<file path="config.mk">
export PLATFORM = sky130hd
export DESIGN_NAME = march_bist_engine
export DESIGN_NICKNAME = d
export VERILOG_FILES = /design/src/rtl/march_pkg.sv /design/src/rtl/march_prog_rom.sv /design/src/rtl/march_addr_gen.sv /design/src/rtl/march_read_cmp.sv /design/src/rtl/march_bist_engine.sv
export SDC_FILE = /design/constraint.sdc
export NUM_CORES = 1
export LEC_CHECK = 0
export BUFFER_PORTS_ARGS = -buffer_cell sky130_fd_sc_hd__buf_2
export CAP_MARGIN = 20
export CORE_ASPECT_RATIO = 1.2
export CORE_MARGIN = 2
export CORE_UTILIZATION = 45
export DETAILED_ROUTE_END_ITERATION = 8
export GPL_TIMING_DRIVEN = 0
export PLACE_DENSITY = 0.62
export SLEW_MARGIN = 20
export SYNTH_ARGS = -nofsm -noshare
export SYNTH_HDL_FRONTEND = slang
export SYNTH_SLANG_ARGS = --single-unit
</file>
<file path="constraint.sdc">
create_clock -name clk -period 8.3 [get_ports clk]
set_input_delay 1.66 -clock clk [delete_from_list [all_inputs] [get_ports clk]]
set_output_delay 1.66 -clock clk [all_outputs]
set_load 0.005 [all_outputs]
</file>
<file path="src/rtl/march_pkg.sv">
package march_pkg;

  localparam int ALG_W  = 3;
  localparam int ELEM_W = 4;

  typedef enum logic [2:0] {
    OP_NOP = 3'd0,
    OP_W0  = 3'd1,
    OP_W1  = 3'd2,
    OP_R0  = 3'd3,
    OP_R1  = 3'd4,
    OP_DLY = 3'd5
  } op_e;

  // ops[0] is issued first; len counts the valid slots
  typedef struct packed {
    logic           down;
    logic [1:0]     len;
    op_e  [2:0]     ops;
  } elem_t;

  localparam logic UP = 1'b0;
  localparam logic DN = 1'b1;

  function automatic elem_t mk(logic down, logic [1:0] len, op_e a, op_e b, op_e c);
    elem_t e;
    e.down   = down;
    e.len    = len;
    e.ops[0] = a;
    e.ops[1] = b;
    e.ops[2] = c;
    return e;
  endfunction

  function automatic logic alg_valid(logic [ALG_W-1:0] alg);
    return alg <= 3'd5;
  endfunction

  function automatic logic [ELEM_W-1:0] alg_elems(logic [ALG_W-1:0] alg);
    case (alg)
      3'd0, 3'd1: return 4'd3;
      3'd2, 3'd3: return 4'd4;
      3'd4:       return 4'd6;
      3'd5:       return 4'd9;
      default:    return 4'd0;
    endcase
  endfunction

  function automatic elem_t alg_elem(logic [ALG_W-1:0] alg, logic [ELEM_W-1:0] e);
    elem_t r;
    r = mk(UP, 2'd1, OP_NOP, OP_NOP, OP_NOP);
    if (e == 4'd0) begin
      if (alg_valid(alg)) r = mk(UP, 2'd1, OP_W0, OP_NOP, OP_NOP);
    end else begin
      case (alg)
        3'd0, 3'd1, 3'd2: begin
          case (e)
            4'd1: r = mk(UP, 2'd2, OP_R0, OP_W1, OP_NOP);
            4'd2: r = (alg == 3'd1) ? mk(DN, 2'd3, OP_R1, OP_W0, OP_R0)
                                    : mk(DN, 2'd2, OP_R1, OP_W0, OP_NOP);
            4'd3: r = mk(UP, 2'd1, OP_R0, OP_NOP, OP_NOP);
            default: ;
          endcase
        end
        3'd3: begin
          case (e)
            4'd1: r = mk(UP, 2'd3, OP_R0, OP_W1, OP_R1);
            4'd2: r = mk(DN, 2'd3, OP_R1, OP_W0, OP_R0);
            4'd3: r = mk(UP, 2'd1, OP_R0, OP_NOP, OP_NOP);
            default: ;
          endcase
        end
        3'd4, 3'd5: begin
          case (e)
            4'd1: r = mk(UP, 2'd2, OP_R0, OP_W1, OP_NOP);
            4'd2: r = mk(UP, 2'd2, OP_R1, OP_W0, OP_NOP);
            4'd3: r = mk(DN, 2'd2, OP_R0, OP_W1, OP_NOP);
            4'd4: r = mk(DN, 2'd2, OP_R1, OP_W0, OP_NOP);
            4'd5: r = (alg == 3'd4) ? mk(UP, 2'd1, OP_R0, OP_NOP, OP_NOP)
                                    : mk(UP, 2'd1, OP_DLY, OP_NOP, OP_NOP);
            4'd6: r = mk(UP, 2'd2, OP_R0, OP_W1, OP_NOP);
            4'd7: r = mk(UP, 2'd1, OP_DLY, OP_NOP, OP_NOP);
            4'd8: r = mk(UP, 2'd1, OP_R1, OP_NOP, OP_NOP);
            default: ;
          endcase
        end
        default: ;
      endcase
    end
    return r;
  endfunction

  function automatic logic op_is_read(op_e op);
    return (op == OP_R0) || (op == OP_R1);
  endfunction

  function automatic logic op_is_write(op_e op);
    return (op == OP_W0) || (op == OP_W1);
  endfunction

  function automatic logic op_bg(op_e op);
    return (op == OP_W1) || (op == OP_R1);
  endfunction

endpackage

</file>
<file path="src/rtl/march_prog_rom.sv">
module march_prog_rom
  import march_pkg::*;
(
  input  logic [ALG_W-1:0]  alg,
  input  logic [ELEM_W-1:0] elem,
  input  logic [1:0]        op_idx,
  output op_e               op,
  output logic              down,
  output logic              op_last,
  output logic              elem_last,
  output logic              is_delay
);
  elem_t info;

  always_comb begin
    info      = alg_elem(alg, elem);
    op        = info.ops[op_idx];
    down      = info.down;
    op_last   = (op_idx == info.len - 2'd1);
    elem_last = (elem == alg_elems(alg) - 4'd1);
    is_delay  = (info.ops[0] == OP_DLY);
  end
endmodule

</file>
<file path="src/rtl/march_addr_gen.sv">
module march_addr_gen #(
  parameter int ADDR_W = 4
) (
  input  logic              clk,
  input  logic              rst_n,
  input  logic              load,
  input  logic              load_down,
  input  logic              step,
  input  logic              down,
  output logic [ADDR_W-1:0] addr,
  output logic              at_end
);
  localparam logic [ADDR_W-1:0] TOP_ADDR = {ADDR_W{1'b1}};

  always_ff @(posedge clk or negedge rst_n) begin
    if (!rst_n)    addr <= '0;
    else if (load) addr <= load_down ? TOP_ADDR : '0;
    else if (step) addr <= down ? addr - 1'b1 : addr + 1'b1;
  end

  assign at_end = down ? (addr == '0) : (addr == TOP_ADDR);
endmodule

</file>
<file path="src/rtl/march_read_cmp.sv">
module march_read_cmp
  import march_pkg::*;
#(
  parameter int ADDR_W = 4,
  parameter int DATA_W = 8
) (
  input  logic              clk,
  input  logic              rst_n,
  input  logic              clear,
  input  logic              issue_rd,
  input  logic              exp_bit,
  input  logic [ADDR_W-1:0] rd_addr,
  input  logic [ELEM_W-1:0] rd_elem,
  input  logic [DATA_W-1:0] ram_rdata,
  output logic              cmp_miss,
  output logic              fail,
  output logic [ADDR_W-1:0] fail_addr,
  output logic [ELEM_W-1:0] fail_elem
);
  logic              pend_v;
  logic              pend_exp;
  logic [ADDR_W-1:0] pend_addr;
  logic [ELEM_W-1:0] pend_elem;

  always_ff @(posedge clk or negedge rst_n) begin
    if (!rst_n) begin
      pend_v    <= 1'b0;
      pend_exp  <= 1'b0;
      pend_addr <= '0;
      pend_elem <= '0;
    end else begin
      pend_v <= issue_rd && !clear;
      if (issue_rd) begin
        pend_exp  <= exp_bit;
        pend_addr <= rd_addr;
        pend_elem <= rd_elem;
      end
    end
  end

  assign cmp_miss = pend_v && (ram_rdata != {DATA_W{pend_exp}});

  always_ff @(posedge clk or negedge rst_n) begin
    if (!rst_n) begin
      fail      <= 1'b0;
      fail_addr <= '0;
      fail_elem <= '0;
    end else if (clear) begin
      fail      <= 1'b0;
      fail_addr <= '0;
      fail_elem <= '0;
    end else if (cmp_miss && !fail) begin
      fail      <= 1'b1;
      fail_addr <= pend_addr;
      fail_elem <= pend_elem;
    end
  end
endmodule

</file>
<file path="src/rtl/march_bist_engine.sv">
module march_bist_engine
  import march_pkg::*;
#(
  parameter int ADDR_W       = 4,
  parameter int DATA_W       = 8,
  parameter int CLK_FREQ_HZ  = 50_000_000,
  parameter int RETENTION_MS = 100
) (
  input  logic              clk,
  input  logic              rst_n,
  input  logic              start,
  input  logic [2:0]        alg_sel,
  input  logic [DATA_W-1:0] ram_rdata,
  output logic [ADDR_W-1:0] ram_addr,
  output logic              ram_we,
  output logic              ram_re,
  output logic [DATA_W-1:0] ram_wdata,
  output logic              busy,
  output logic              done,
  output logic              fail,
  output logic              bad_sel,
  output logic [ADDR_W-1:0] fail_addr,
  output logic [3:0]        fail_elem
);
  localparam int DELAY_CYCLES = (CLK_FREQ_HZ / 1000) * RETENTION_MS;
  localparam int DLY_W        = $clog2(DELAY_CYCLES + 1);
  localparam logic [DLY_W-1:0] DLY_LAST = DLY_W'(DELAY_CYCLES - 1);

  typedef enum logic [1:0] {ST_IDLE, ST_RUN, ST_WAIT, ST_DRAIN} state_e;

  state_e            state;
  logic [ALG_W-1:0]  alg_q;
  logic [ELEM_W-1:0] elem_q;
  logic [1:0]        op_q;
  logic [DLY_W-1:0]  dly_cnt;
  logic              done_q, bad_q;

  op_e               cur_op;
  logic              cur_down, op_last, elem_last, cur_delay;
  logic              at_end;
  logic [ALG_W-1:0]  alg_nx;
  logic [ELEM_W-1:0] elem_nx;
  elem_t             nxt_info;

  // named events used by the bound checker
  logic start_ok, start_bad, run_op, op_mid, addr_step, elem_adv, seq_end;

  march_prog_rom i_rom (
    .alg(alg_q), .elem(elem_q), .op_idx(op_q), .op(cur_op), .down(cur_down),
    .op_last(op_last), .elem_last(elem_last), .is_delay(cur_delay)
  );

  always_comb begin
    alg_nx   = (state == ST_IDLE) ? alg_sel : alg_q;
    elem_nx  = (state == ST_IDLE) ? '0 : elem_q + 4'd1;
    nxt_info = alg_elem(alg_nx, elem_nx);
  end

  assign start_ok  = (state == ST_IDLE) && start && alg_valid(alg_sel);
  assign start_bad = (state == ST_IDLE) && start && !alg_valid(alg_sel);
  assign run_op    = (state == ST_RUN) && !cur_delay;
  assign op_mid    = run_op && !op_last;
  assign addr_step = run_op && op_last && !at_end;
  assign elem_adv  = (run_op && op_last && at_end) ||
                     ((state == ST_WAIT) && (dly_cnt == DLY_LAST));
  assign seq_end   = elem_adv && elem_last;

  march_addr_gen #(.ADDR_W(ADDR_W)) i_addr (
    .clk(clk), .rst_n(rst_n),
    .load(start_ok || (elem_adv && !elem_last)), .load_down(nxt_info.down),
    .step(addr_step), .down(cur_down), .addr(ram_addr), .at_end(at_end)
  );

  always_ff @(posedge clk or negedge rst_n) begin
    if (!rst_n) begin
      state   <= ST_IDLE;
      alg_q   <= '0;
      elem_q  <= '0;
      op_q    <= '0;
      dly_cnt <= '0;
      done_q  <= 1'b0;
      bad_q   <= 1'b0;
    end else begin
      case (state)
        ST_IDLE: begin
          if (start_ok) begin
            state  <= ST_RUN;
            alg_q  <= alg_sel;
            elem_q <= '0;
            op_q   <= '0;
            done_q <= 1'b0;
            bad_q  <= 1'b0;
          end else if (start_bad) begin
            bad_q <= 1'b1;
          end
        end
        ST_RUN, ST_WAIT: begin
          if (state == ST_WAIT) dly_cnt <= dly_cnt + 1'b1;
          if (seq_end) begin
            state <= ST_DRAIN;
          end else if (elem_adv) begin
            elem_q  <= elem_nx;
            op_q    <= '0;
            dly_cnt <= '0;
            state   <= (nxt_info.ops[0] == OP_DLY) ? ST_WAIT : ST_RUN;
          end else if (state == ST_RUN) begin
            op_q <= op_last ? 2'd0 : op_q + 2'd1;
          end
        end
        default: begin
          state  <= ST_IDLE;
          done_q <= 1'b1;
        end
      endcase
    end
  end

  assign ram_we    = run_op && op_is_write(cur_op);
  assign ram_re    = run_op && op_is_read(cur_op);
  assign ram_wdata = {DATA_W{op_bg(cur_op)}};
  assign busy      = (state != ST_IDLE);
  assign done      = done_q;
  assign bad_sel   = bad_q;

  march_read_cmp #(.ADDR_W(ADDR_W), .DATA_W(DATA_W)) i_cmp (
    .clk(clk), .rst_n(rst_n), .clear(start_ok), .issue_rd(ram_re),
    .exp_bit(op_bg(cur_op)), .rd_addr(ram_addr), .rd_elem(elem_q),
    .ram_rdata(ram_rdata), .cmp_miss(), .fail(fail),
    .fail_addr(fail_addr), .fail_elem(fail_elem)
  );
endmodule

</file>
# Word-level counts from Yosys, hierarchy flattened
# Cells that the tools add are included.
# totals
ff_bits	59
input_bits	14
# classes
n_addsub	7
n_lt_le_gt_ge	4
n_eq_ne	44
muxes	54
bitwise	1
reduce_logical	52
# op_table
cell	n
$pmux W12 S3	6
$pmux W12 S7	2
$mux W23	3
$mux W4	12
$eq A4 B3 Y1 const B	8
$mux W12	2
$add A23 B1 Y23 const B	1
$eq A23 B23 Y1 const B	1
$eq A3 B3 Y1 const B	7
$mux W10	2
$eq A3 B2 Y1 const B	6
$mux W2	9
$eq A4 B2 Y1 const B	4
$pmux W4 S4	1
$logic_and A1 B1 Y1	15
$reduce_or A2 Y1	7
$eq A4 B4 Y1 const B	3
$logic_not A4 Y1	3
$mux W3	4
$reduce_bool A2 Y1	5
$eq A3 B1 Y1 const B	3
$le A3 B3 Y1 const B	3
$add A4 B1 Y4 const B	2
$eq A4 B1 Y1 const B	2
other kinds (25)	51

# Depth between registers and ports, before layout
# Gate-level depths: netlist of run 1.
# depth
ltp_word	14
depth_mapped	13

# Cells and area by module
# A second synthesis of run 1 with hierarchy kept.
# unflattened
cells_unflattened	415
area_unflattened_um2	3873.7
# modules_own_cells
mod	n_inst	cells_each	area_each_um2	seq_area_each_um2
march_bist_engine	1	242	2173.3	900.9
march_read_cmp	1	65	870.8	475.5
march_prog_rom	1	72	499.2	0.0
march_addr_gen	1	36	330.3	100.1

# Worst setup path after synthesis of run 1
# No wires, ideal clock.
# synth_path
kind	register -> output
from	register elem_q[0]
to	output ram_re
arrival_ns	2.383
required_ns	6.640
slack_ns	4.257
stages_incl_launch_ff	11
path_cell_list	dfrtp_1 inv_1 ha_1 buf_2 or3b_2 o22ai_1 a221oi_1 or2_2 nor3b_1 o21ai_2 inv_1
# synth_between
elab_chain_cells	10
elab_cells_between_ends	24
# synth_lines
item	line_no	text
from (decl)	march_bist_engine.sv:33	logic [ELEM_W-1:0] elem_q;
from (signal assigned)	march_bist_engine.sv:102	elem_q <= elem_nx;
$eq A4 B1 Y1 or $eq A4 B3 Y1 (tied branches)	march_pkg.sv:57, march_pkg.sv:66, march_pkg.sv:74	
$reduce_or A2 Y1 (no line)	-	
$pmux W12 S7	march_pkg.sv:74	case (e)
$pmux W12 S3	march_pkg.sv:55	case (alg)
$mux W12 (*)	march_pkg.sv:52	if (e == 4'd0) begin
$bmux W3 S2	march_prog_rom.sv:17	op = info.ops[op_idx];
$mux W3 (not written as such)	march_prog_rom.sv:17	
$eq A3 B2 Y1 or $eq A3 B3 Y1 (tied branches)	march_pkg.sv:94	return (op == OP_R0) || (op == OP_R1);
$logic_or A1 B1 Y1	march_pkg.sv:94	
$logic_and A1 B1 Y1 (*)	march_bist_engine.sv:119	assign ram_re = run_op && op_is_read(cur_op);
to (decl)	march_bist_engine.sv:16	output logic ram_re,
# Every way passes the cells marked *; elsewhere a longest branch is shown, timed or not. The select of a mux whose other input is x is not followed.

# Worst setup path after layout of run 1
# Ends and elaborated chain as after synthesis.

==> qor.log, run 1 <==
[hold_path] type of the tightest min-delay check flip-flop to flip-flop
[clocking] worst skew pair latency 0.35 ns
[grt] initial antenna violation count 0
[clocking] TritonCTS buffer count 9
[synthesis] Netlist cell types 73
[timing] total setup violations reported at the end of the flow 0
[layout] cell area after layout 4430 um2
[clocking] clock root cell sky130_fd_sc_hd__clkbuf_8
[floorplanning] std cell rows 37
[synthesis] most area-hungry cell type in the Yosys netlist sky130_fd_sc_hd__dfrtp_1
[timing] final critical-path share of the clock period 61.8%
[layout] number of filler cells placed in the layout 827
[floorplanning] x dimension of the die 88.8 um
[hold_path] startpoint of the lowest-slack hold path i_cmp.pend_addr[3]
[synthesis] syn_nets 454
[clocking] sink count of the clock tree 59
[critical_path] launching point of the worst reg2reg path elem_q[0]
[floorplanning] I/O pins 40
[clocking] Reg clk slew, reported paths 0.07 ns
[placement] standard cell area after detailed placement 4230 um2
[power] total power divided by cell area 126 nW/um2
[routing] Iter 0 DRT Violations 114
[routing] total number of vias 3310
[critical_path] flop-to-flop setup slack 4.82 ns
[routing] number of antenna-violating nets in the routed design 0
[floorplanning] placeable core region 8470 um2
[critical_path] combined buffer and inverter count along the critical path 4
[power] leakage power summed over all cells 2.07 nW
[timing] RSZ-0062 raised after global routing false
[floorplanning] Vert. Die Dim 106 um
[clocking] Hold-fix buffers, CTS 0
[routing] Avg Vias per Cell 5.54
[critical_path] Required @ worst endpoint 6.64 ns
[critical_path] Crit path largest cell delay 0.54 ns
[synthesis] synthesized instance count 427
[grt] maximum number of pins on one net before global-route repair 60
[critical_path] Worst Reg-to-Reg Cells 11
[clocking] H-tree levels 3
[floorplanning] die area 9390 um2
[critical_path] Critical Path Start Type flip-flop
[synthesis] Yosys warning total 0
[routing] Remaining DRCs 0
[clocking] clock tree from TritonCTS done
[critical_path] worst endpoint data arrival time 3.47 ns
[timing] achievable clock frequency 0.195 GHz
[routing] average wire per cell in the routed design 15.4 um
[hold_path] Worst Hold Path Cells 1
[critical_path] worst-path cell chain inv_1, ha_1, buf_2, a211oi_1, a211oi_1, a221oi_1, or2_2, nor3b_1, o21ai_2, inv_1, buf_2
[clocking] Clock Tree Buf Depth 2
[floorplanning] initial core utilization 45.8%
[synthesis] sequential area share after synthesis 38.0%
[critical_path] Top Family by Delay on Critical Path compound AO/OA/AOI/OAI gates
[clocking] cells resized by post-CTS repair 0
[placement] count of buffers inserted at the top-level ports 39
[job] number of violations of the max-capacitance limit 0
[placement] routability cong. 0.870
[layout] share of cells above drive strength 1 20.4%
[critical_path] top fanout value on the critical path 10
[power] worst-case vdd ir drop 116 uV
[timing] post-route worst hold slack 0.510 ns
[timing] minimum clock period 5.13 ns
[synthesis] synthesized area per cell 9.10 um2
[routing] total detailed-routing wirelength 9.19 mm
[critical_path] Slowest cell on crit path sky130_fd_sc_hd__dfrtp_1
[placement] HPWL Detailed 6.60 mm
[layout] count of inserted antenna diode cells 0
[grt] global-route wire length before repair 15.2 mm
[critical_path] CP Class flip-flop to output port
[timing] final number of hold-violating endpoints 0
[timing] actual slew at the worst max-slew pin 0.748 ns
[synthesis] most frequently used flop master after synthesis sky130_fd_sc_hd__dfrtp_1
[timing] Total Neg Setup Slack 0 ns
[critical_path] kind of end point of the critical path output port
[synthesis] top cell type's share of synthesized area 38.0%
[synthesis] Seq cells post-synth 59
[status] outcome complete, no violations
[synthesis] most area-consuming cells after synthesis sky130_fd_sc_hd__dfrtp_1 (38%), sky130_fd_sc_hd__nor2_1 (6.3%), sky130_fd_sc_hd__ha_1 (3.9%), sky130_fd_sc_hd__xnor2_1 (3.8%), sky130_fd_sc_hd__mux2_2 (3.5%)
[timing] worst relative slew slack 50.1%
[grt] number of global-route vias before repair 3236
[layout] post-synthesis to final-layout area growth 13.9%
[layout] Final #Nets 504
[critical_path] Reg-to-Reg End dly_cnt[17]
[grt] overall routing resource usage 20.9%
[timing] Max Clock Skew 0.00930 ns
[synthesis] number of synthesized flops with an enable pin 0
[synthesis] Async S/R FF share, synth 100%
[hold_path] worst hold endpoint i_cmp.pend_addr[3]
[routing] number of detailed-routing iterations run before antenna repair 4
[timing] total count of max-transition violations in the final report 0
[grt] Remaining Overflow, GRT 0
[clocking] number of setup buffers added after CTS 0
[synthesis] Cell Area, Synth 3880 um2
==> kinds of logic after synthesis <==
family                     synth area share (%)
AOI/OAI and AO/OA                          16.1
and+or+nand+nor                            21.3
buffers and inverters                      6.06
DFF                                        38.0
muxes                                      6.89
adders and majority gates                  4.38
xor gates and xnor gates                   7.22
==> layer usage <==
layer	GRT usage [%]	vias to the layer above	routed length, um	part of all wire, %
li1	-	1608	-	-
met1	25.1	1602	3840	42
met2	34.5	78	4670	51
met3	4.54	22	387	4.2
met4	10.5	0	288	3.1
met5	0	-	0	0
==> registers in the layout, summed over array words and instances, names as in the netlist <==
register,flops
i_cmp.pend_v,1
dly_cnt,23
i_addr.addr,4
i_cmp.pend_elem,4
bad_sel,1
i_cmp.fail_addr,4
done,1
state,2
i_cmp.fail_elem,4
op_q,2
alg_q,3
elem_q,4
i_cmp.pend_exp,1
i_cmp.fail,1
i_cmp.pend_addr,4
==> Yosys cell counts (5+ instances only) <==
cell type and number:
sky130_fd_sc_hd__nor2_1 65, sky130_fd_sc_hd__dfrtp_1 59, sky130_fd_sc_hd__nand2_1 26, sky130_fd_sc_hd__inv_1 18
sky130_fd_sc_hd__xnor2_1 17, sky130_fd_sc_hd__a21oi_1 16, sky130_fd_sc_hd__xor2_1 15, sky130_fd_sc_hd__nor3_1 13
sky130_fd_sc_hd__o21ai_0 13, sky130_fd_sc_hd__ha_1 12, sky130_fd_sc_hd__mux2_2 12, sky130_fd_sc_hd__nand3_1 12
sky130_fd_sc_hd__nand4_1 12, sky130_fd_sc_hd__mux2i_1 11, sky130_fd_sc_hd__clkbuf_1 10, sky130_fd_sc_hd__buf_4 9
sky130_fd_sc_hd__buf_2 8, sky130_fd_sc_hd__nand2b_1 8, sky130_fd_sc_hd__o211ai_1 6, sky130_fd_sc_hd__o31ai_1 5
==> layout make-up <==
cell class              instances  area (um2)  area share, %
clock buffers                  10         138           3.11
inverters                      19        71.3           1.61
multi-input cells             319        2180           49.2
plain buffers                  30         164           3.70
flip-flops and latches         59        1480           33.4
well taps                     117         146           3.31
repair buffers                 39         198           4.47
clock inverters                 5        53.8           1.22
==> worst max path at each step <==
stage / start / end / slack (ns) / depth (start not counted)
CTS: elem_q[0] / ram_re / 3.12 / 11
global placement: elem_q[0] / ram_re / 3.63 / 11
floorplan: elem_q[0] / ram_re / 4.26 / 10
finish: elem_q[0] / ram_re / 3.17 / 11
detailed placement: elem_q[0] / ram_re / 3.52 / 11
global route: elem_q[0] / ram_re / 2.87 / 11
==> metrics by stage <==
step / power [mW] / setup slack, ns / utilization, % / instances
floorplan: 0.294 / 4.26 / - / 427
global placement: 0.303 / 3.63 / 49.9 / 583
detailed placement: 0.304 / 3.52 / 49.9 / 583
CTS: 0.566 / 3.12 / 52.2 / 598
global route: 0.578 / 2.87 / 52.2 / 598
finish: 0.560 / 3.17 / 52.2 / 598
==> cell usage in the layout (no fill, tap or decap), types with 3 or more instances in the layout <==
cell and instances:
sky130_fd_sc_hd__nor2_1 65, sky130_fd_sc_hd__dfrtp_1 59, sky130_fd_sc_hd__buf_2 46, sky130_fd_sc_hd__nand2_1 26
sky130_fd_sc_hd__inv_1 18, sky130_fd_sc_hd__xnor2_1 17, sky130_fd_sc_hd__a21oi_1 16, sky130_fd_sc_hd__xor2_1 15
sky130_fd_sc_hd__nor3_1 13, sky130_fd_sc_hd__o21ai_0 13, sky130_fd_sc_hd__nand4_1 12, sky130_fd_sc_hd__nand3_1 12
sky130_fd_sc_hd__mux2_2 12, sky130_fd_sc_hd__ha_1 12, sky130_fd_sc_hd__mux2i_1 11, sky130_fd_sc_hd__buf_4 10
sky130_fd_sc_hd__clkbuf_1 10, sky130_fd_sc_hd__clkbuf_8 10, sky130_fd_sc_hd__nand2b_1 8, sky130_fd_sc_hd__o211ai_1 6
sky130_fd_sc_hd__o31ai_1 5, sky130_fd_sc_hd__or3_1 4, sky130_fd_sc_hd__a21o_1 4, sky130_fd_sc_hd__or4_1 3
sky130_fd_sc_hd__a31oi_1 3, sky130_fd_sc_hd__and2_1 3, sky130_fd_sc_hd__nor4_1 3, sky130_fd_sc_hd__clkinv_2 3
==> power breakdown <==
part	internal, mW	switching, mW	leakage [nW]
Combinational	0.00274	0.00738	1.22
Clock	0.144	0.118	0.102
Sequential	0.287	0	0.753
No activity file was read; power rests on OpenSTA's default activity.
==> run 2, diff against run 1 <==
PLACE_DENSITY = 0.64   (was 0.62)
clock period = 4.5 ns   (was 8.3 ns; I/O delays follow)
==> run 2 against run 1 <==
Register-to-register slack lost 3.8 ns; via count shrank 0.33%; worst setup slack lost 2.9 ns; power grew 87%; critical path type unchanged; critical endpoint unchanged; highest routed layer unchanged.
==> qor.log, run 2 (synthesis results as in run 1) <==
[floorplanning] std cell rows 37 [unchanged]
[grt] initial antenna violation count 0 [unchanged]
[routing] Iter 0 DRT Violations 144 [+26%]
[floorplanning] x dimension of the die 88.8 um [unchanged]
[layout] number of filler cells placed in the layout 791 [-4.4%]
[clocking] TritonCTS buffer count 9 [unchanged]
[status] outcome complete, no violations
[critical_path] Required @ worst endpoint 3.60 ns [-3.04 ns]
[timing] total setup violations reported at the end of the flow 0 [unchanged]
[placement] count of buffers inserted at the top-level ports 39 [unchanged]
[timing] achievable clock frequency 0.234 GHz
[clocking] sink count of the clock tree 59 [unchanged]
[clocking] Reg clk slew, reported paths 0.07 ns [about the same]
[clocking] clock root cell sky130_fd_sc_hd__clkbuf_8
[power] sequential power share 50.6% [-0.8 points]
[critical_path] kind of end point of the critical path output port
[layout] largest register by flop count dly_cnt
[routing] length of routed met2 wiring 4.50 mm [-3.7%]
[routing] total number of vias 3299 [-0.33%]
[power] power after layout 1.05 mW [+87%]
[floorplanning] Vert. Die Dim 106 um [unchanged]
[floorplanning] I/O pins 40 [unchanged]
[placement] HPWL Detailed 6.40 mm [-3.1%]
[power] leakage power summed over all cells 2.07 nW [about the same]
[layout] max reg flops 23 [unchanged]
[routing] total detailed-routing wirelength 8.96 mm [-2.5%]
[timing] actual slew at the worst max-slew pin 0.749 ns [+0.000769 ns]
[grt] overall routing resource usage 20.2% [-0.71 points]
[clocking] H-tree levels 3 [unchanged]
[routing] Avg Vias per Cell 5.51 [-0.50%]
[routing] met3 routed WL 395 um [+2.1%]
[layout] most used cells in the layout excluding fill and tap cells sky130_fd_sc_hd__nor2_1 (65), sky130_fd_sc_hd__dfrtp_1 (59), sky130_fd_sc_hd__buf_2 (46)
[floorplanning] placeable core region 8470 um2 [unchanged]
[power] fraction of power spent switching nets 23.2% [+0.76 points]
[timing] final critical-path share of the clock period 94.9%
[layout] Final #Nets 504 [unchanged]
[routing] top routing layer in use met4
[grt] Remaining Overflow, GRT 0 [unchanged]
[critical_path] worst endpoint data arrival time 3.37 ns [-0.10 ns]
[layout] post-synthesis to final-layout area growth 14.6%
[hold_path] type of the tightest min-delay check flip-flop to flip-flop
[layout] final core occ 52.5% [+0.28 points]
[clocking] worst skew pair latency 0.35 ns [about the same]
[critical_path] top fanout value on the critical path 10 [unchanged]
[layout] count of inserted antenna diode cells 0 [unchanged]
[timing] worst relative slew slack 50.1% [-0.051 points]
[timing] Total Neg Setup Slack 0 ns [unchanged]
[routing] number of antenna-violating nets in the routed design 0 [unchanged]
[floorplanning] initial core utilization 45.8% [unchanged]
[timing] final number of hold-violating endpoints 0 [unchanged]
[grt] number of global-route vias before repair 3159 [-2.4%]
[timing] total count of max-transition violations in the final report 0 [unchanged]
[job] number of violations of the max-capacitance limit 0 [unchanged]
[routing] Remaining DRCs 0 [unchanged]
[power] clock network fraction of design power 47.6% [+0.8 points]
[timing] minimum clock period 4.27 ns
[routing] wire length the detailed router placed on met1 3.85 mm [+0.31%]
[power] worst-case vdd ir drop 161 uV [+39%]
[critical_path] CP Class flip-flop to output port
[routing] number of detailed-routing iterations run before antenna repair 4 [unchanged]
[routing] average wire per cell in the routed design 15.0 um [-2.6%]
[floorplanning] die area 9390 um2 [unchanged]
[placement] routability cong. 0.848 [-2.5%]
[grt] maximum number of pins on one net before global-route repair 60 [unchanged]
[power] Logic pwr share 1.8% [about the same]
[layout] share of cells above drive strength 1 20.7% [+0.37 points]
[clocking] Clock Tree Buf Depth 2 [unchanged]
[power] Internal Pwr Total 0.805 mW [+86%]
[clocking] number of setup buffers added after CTS 0 [unchanged]
[critical_path] Critical Path Start Type flip-flop
[grt] global-route wire length before repair 14.8 mm [-2.1%]
[power] switching power 0.243 mW [+94%]
[timing] Max Clock Skew 0.00944 ns [+0.000144 ns]
[layout] most common cell after layout, fill and taps aside sky130_fd_sc_hd__nor2_1
[power] total power divided by cell area 236 nW/um2 [+86%]
[clocking] clock tree from TritonCTS done
## run 2: power groups by stage
| stage | clock, mW | combinational (mW) | sequential [mW] |
|---|---|---|---|
| floorplan | 0 | 0.00133 | 0.540 |
| global placement | 0 | 0.0191 | 0.540 |
| detailed placement | 0 | 0.0199 | 0.540 |
| CTS | 0.511 | 0.0199 | 0.530 |
| global route | 0.534 | 0.0222 | 0.530 |
| finish | 0.500 | 0.0189 | 0.530 |
## run 2: what timing repair did
action / CTS / global route
hold buffers: 0 / 0
setup endpoints to repair: 0 / 9
gates resized for setup: 0 / 2
## run 2: through the flow
stage / instances / setup slack (ns) / instance area, um2 / hold slack (ns)
2_1_floorplan: 427 / 1.22 / 3880 / 0.479
3_3_place_gp: 583 / 0.595 / 4230 / 0.487
3_5_place_dp: 583 / 0.537 / 4230 / 0.493
4_1_cts: 599 / 0.130 / 4430 / 0.508
5_1_grt: 599 / -0.000753 / 4450 / 0.524
6_report: 599 / 0.229 / 4450 / 0.502
## run 2: cell type report
cell class                 count  area, um2  area share [%]
timing repair buffer          39        198            4.44
clock inverter                 6       63.8            1.43
clock buffer                  10        138            3.09
tap                          117        146            3.29
multi-input combinational    319       2190            49.3
buffer                        30        164            3.68
inverter                      19       71.3            1.60
sequential                    59       1480            33.2
## run 2: worst max-delay path, stage by stage (launching register included)
cell and delay (ns):
sky130_fd_sc_hd__dfrtp_1 0.50, sky130_fd_sc_hd__inv_1 0.23, sky130_fd_sc_hd__ha_1 0.20, sky130_fd_sc_hd__buf_2 0.23, sky130_fd_sc_hd__a211oi_1 0.10, sky130_fd_sc_hd__a211oi_1 0.51
sky130_fd_sc_hd__a221oi_2 0.19, sky130_fd_sc_hd__or2_2 0.34, sky130_fd_sc_hd__nor3b_1 0.33, sky130_fd_sc_hd__o21ai_4 0.18, sky130_fd_sc_hd__inv_1 0.09, sky130_fd_sc_hd__buf_2 0.11
## run 2: path summary, 6_finish.rpt
kind	startpoint	endpoint	slack, ns	depth (start not counted)
worst min-delay path	i_cmp.pend_elem[2]	i_cmp.fail_elem[2]	0.50	2
min in group asynchronous	rst_n	i_cmp.fail	0.61	1
worst min register to register	i_cmp.pend_elem[2]	i_cmp.fail_elem[2]	0.50	2
worst max-delay path	elem_q[0]	ram_re	0.23	11
worst max register to register	elem_q[0]	dly_cnt[15]	1.05	11
max in group asynchronous	rst_n	dly_cnt[6]	3.38	1
## run 2: routing by layer
layer	global-route usage [%]	up-vias
met5	0	-
met4	9.31	0
met3	3.76	17
met2	33.3	97
met1	25.1	1577
li1	-	1608
==> run 3, diff against run 2 <==
clock period = 3.6 ns   (was 4.5 ns; I/O delays follow)
==> run 3 against run 2 <==
Sequential power up 25%; sequential cell count unchanged; worst setup slack worse by 0.12 ns; core utilization up 1.6 points; via count up 2.3%; non-clock buffer count up 6; clock power up 25%; first-iteration DRC count down 4.2%; sequential share of layout area down 0.95 points; register-to-register slack worse by 0.74 ns; combinational power up 25%; critical path depth unchanged; critical endpoint unchanged; highest routed layer unchanged.
==> qor.log, run 3 (synthesis results as in run 1) <==
[status] outcome complete, no violations
[clocking] clock root cell sky130_fd_sc_hd__clkbuf_8
[timing] worst relative slew slack 50.0% [about the same]
[grt] maximum number of pins on one net before global-route repair 60 [unchanged]
[floorplanning] I/O pins 40 [unchanged]
[placement] cell count after placement 583 [unchanged]
[timing] actual slew at the worst max-slew pin 0.749 ns [+0.000263 ns]
[placement] standard cell area after detailed placement 4230 um2 [unchanged]
[clocking] clock tree from TritonCTS done
[routing] Avg Vias per Cell 5.58 [+1.3%]
[routing] Iter 0 DRT Violations 138 [-4.2%]
[clocking] Clock Tree Buf Depth 2 [unchanged]
[floorplanning] Vert. Die Dim 106 um [unchanged]
[layout] count of non-filler cells in the finished layout 605 [+1.0%]
[timing] final number of hold-violating endpoints 0 [unchanged]
[routing] average wire per cell in the routed design 15.1 um [+1.2%]
[clocking] worst skew pair latency 0.35 ns [about the same]
[layout] largest register by flop count dly_cnt
[layout] cell area after layout 4590 um2 [+3.1%]
[floorplanning] initial core utilization 45.8% [unchanged]
[power] worst-case vdd ir drop 201 uV [+25%]
[critical_path] CP Class flip-flop to output port
[timing] Max Clock Skew 0.00953 ns [+0.0000838 ns]
[routing] total detailed-routing wirelength 9.16 mm [+2.2%]
[placement] HPWL Detailed 6.40 mm [unchanged]
[critical_path] top fanout value on the critical path 10 [unchanged]
[critical_path] Reg-to-Reg End dly_cnt[15]
[critical_path] kind of end point of the critical path output port
[routing] Remaining DRCs 0 [unchanged]
[critical_path] flop-to-flop setup slack 0.31 ns [-0.74 ns]
[layout] share of cells above drive strength 1 24.2% [+3.4 points]
[clocking] sink count of the clock tree 59 [unchanged]
[routing] number of antenna-violating nets in the routed design 0 [unchanged]
[clocking] H-tree levels 3 [unchanged]
[clocking] TritonCTS buffer count 9 [unchanged]
[timing] total count of max-transition violations in the final report 0 [unchanged]
[layout] max reg flops 23 [unchanged]
[clocking] Reg clk slew, reported paths 0.07 ns [about the same]
[floorplanning] x dimension of the die 88.8 um [unchanged]
[grt] Remaining Overflow, GRT 0 [unchanged]
[timing] total setup violations reported at the end of the flow 0 [unchanged]
[timing] achievable clock frequency 0.287 GHz
[power] leakage power summed over all cells 2.12 nW [+2.2%]
[floorplanning] die area 9390 um2 [unchanged]
[critical_path] launching point of the worst reg2reg path elem_q[1]
[grt] number of global-route vias before repair 3209 [+1.6%]
[power] power after layout 1.31 mW [+25%]
[layout] post-synthesis to final-layout area growth 18.1%
[layout] count of inserted antenna diode cells 0 [unchanged]
[grt] global-route wire length before repair 15.0 mm [+0.93%]
[hold_path] type of the tightest min-delay check input port to async pin
[critical_path] Worst Reg-to-Reg Cells 11 [unchanged]
[layout] final core occ 54.2% [+1.6 points]
[layout] most used cells in the layout excluding fill and tap cells sky130_fd_sc_hd__nor2_1 (65), sky130_fd_sc_hd__dfrtp_1 (57), sky130_fd_sc_hd__buf_2 (45)
[floorplanning] placeable core region 8470 um2 [unchanged]
[routing] number of detailed-routing iterations run before antenna repair 4 [unchanged]
[placement] worst setup slack before clock tree synthesis -0.183 ns [-0.720 ns]
[floorplanning] std cell rows 37 [unchanged]
[layout] most common cell after layout, fill and taps aside sky130_fd_sc_hd__nor2_1
[placement] count of buffers inserted at the top-level ports 39 [unchanged]
[timing] final critical-path share of the clock period 96.8%
[timing] Total Neg Setup Slack 0 ns [unchanged]
[routing] total number of vias 3376 [+2.3%]
[timing] Final Worst Setup Slack 0.114 ns [-0.115 ns]
[grt] overall routing resource usage 20.4% [+0.22 points]
[grt] initial antenna violation count 0 [unchanged]
[critical_path] Critical Path Start Type flip-flop
[clocking] Hold-fix buffers, CTS 0 [unchanged]
[critical_path] worst endpoint data arrival time 2.77 ns [-0.60 ns]
[critical_path] Required @ worst endpoint 2.88 ns [-0.72 ns]
[job] number of violations of the max-capacitance limit 0 [unchanged]
[layout] Final #Nets 510 [+1.2%]
[power] total power divided by cell area 285 nW/um2 [+21%]
[placement] routability cong. 0.848 [unchanged]
[timing] post-route worst hold slack 0.427 ns [-0.0755 ns]
[timing] minimum clock period 3.49 ns
## run 3: worst max-delay path by stage
stage                    from      to  slack, ns  cells after the start
floorplan           elem_q[0]  ram_re       0.50                     10
global placement    elem_q[0]  ram_re      -0.12                     11
detailed placement  elem_q[0]  ram_re      -0.18                     11
CTS                 elem_q[0]  ram_re      0.009                     11
global route        elem_q[0]  ram_re      -0.01                     11
finish              elem_q[0]  ram_re       0.11                     11
## run 3: critical path, stage by stage, from the launching register on
cell,delay [ns]
sky130_fd_sc_hd__dfrtp_2,0.45
sky130_fd_sc_hd__inv_4,0.09
sky130_fd_sc_hd__ha_1,0.20
sky130_fd_sc_hd__buf_6,0.16
sky130_fd_sc_hd__or3b_2,0.48
sky130_fd_sc_hd__o22ai_4,0.15
sky130_fd_sc_hd__a221oi_4,0.10
sky130_fd_sc_hd__or2_4,0.28
sky130_fd_sc_hd__nor3b_4,0.23
sky130_fd_sc_hd__o21ai_4,0.09
sky130_fd_sc_hd__inv_1,0.07
sky130_fd_sc_hd__buf_2,0.10
## run 3: repair_timing
item,CTS,global route
pin swaps,1,2
endpoints found under the setup margin,10,9
setup buffers,4,2
resized for setup,10,14
## run 3: final cells by class
cell class	count	area (um2)
Clock buffer	10	138
Clock inverter	6	63.8
Sequential cell	59	1480
Timing Repair Buffer	45	243
Multi-Input combinational cell	319	2270
Tap cell	117	146
Inverter	19	73.8
Buffer	30	170
Fill cell	785	3880
## run 3: per-layer routing
| layer | wire length (um) | up-vias | GRT usage, % | share of wire, % |
|---|---|---|---|---|
| met3 | 489 | 23 | 3.76 | 5.3 |
| met5 | 0 | - | 0 | 0 |
| met2 | 4630 | 109 | 34.0 | 51 |
| li1 | - | 1625 | - | - |
| met4 | 240 | 0 | 9.74 | 2.6 |
| met1 | 3800 | 1619 | 24.9 | 41 |
## run 3: power by group
part / internal (mW) / total (mW) / switching, mW
clock network: 0.338 / 0.623 / 0.285
logic: 0.00633 / 0.0236 / 0.0173
registers: 0.663 / 0.663 / 0
total: 1.01 / 1.31 / 0.302
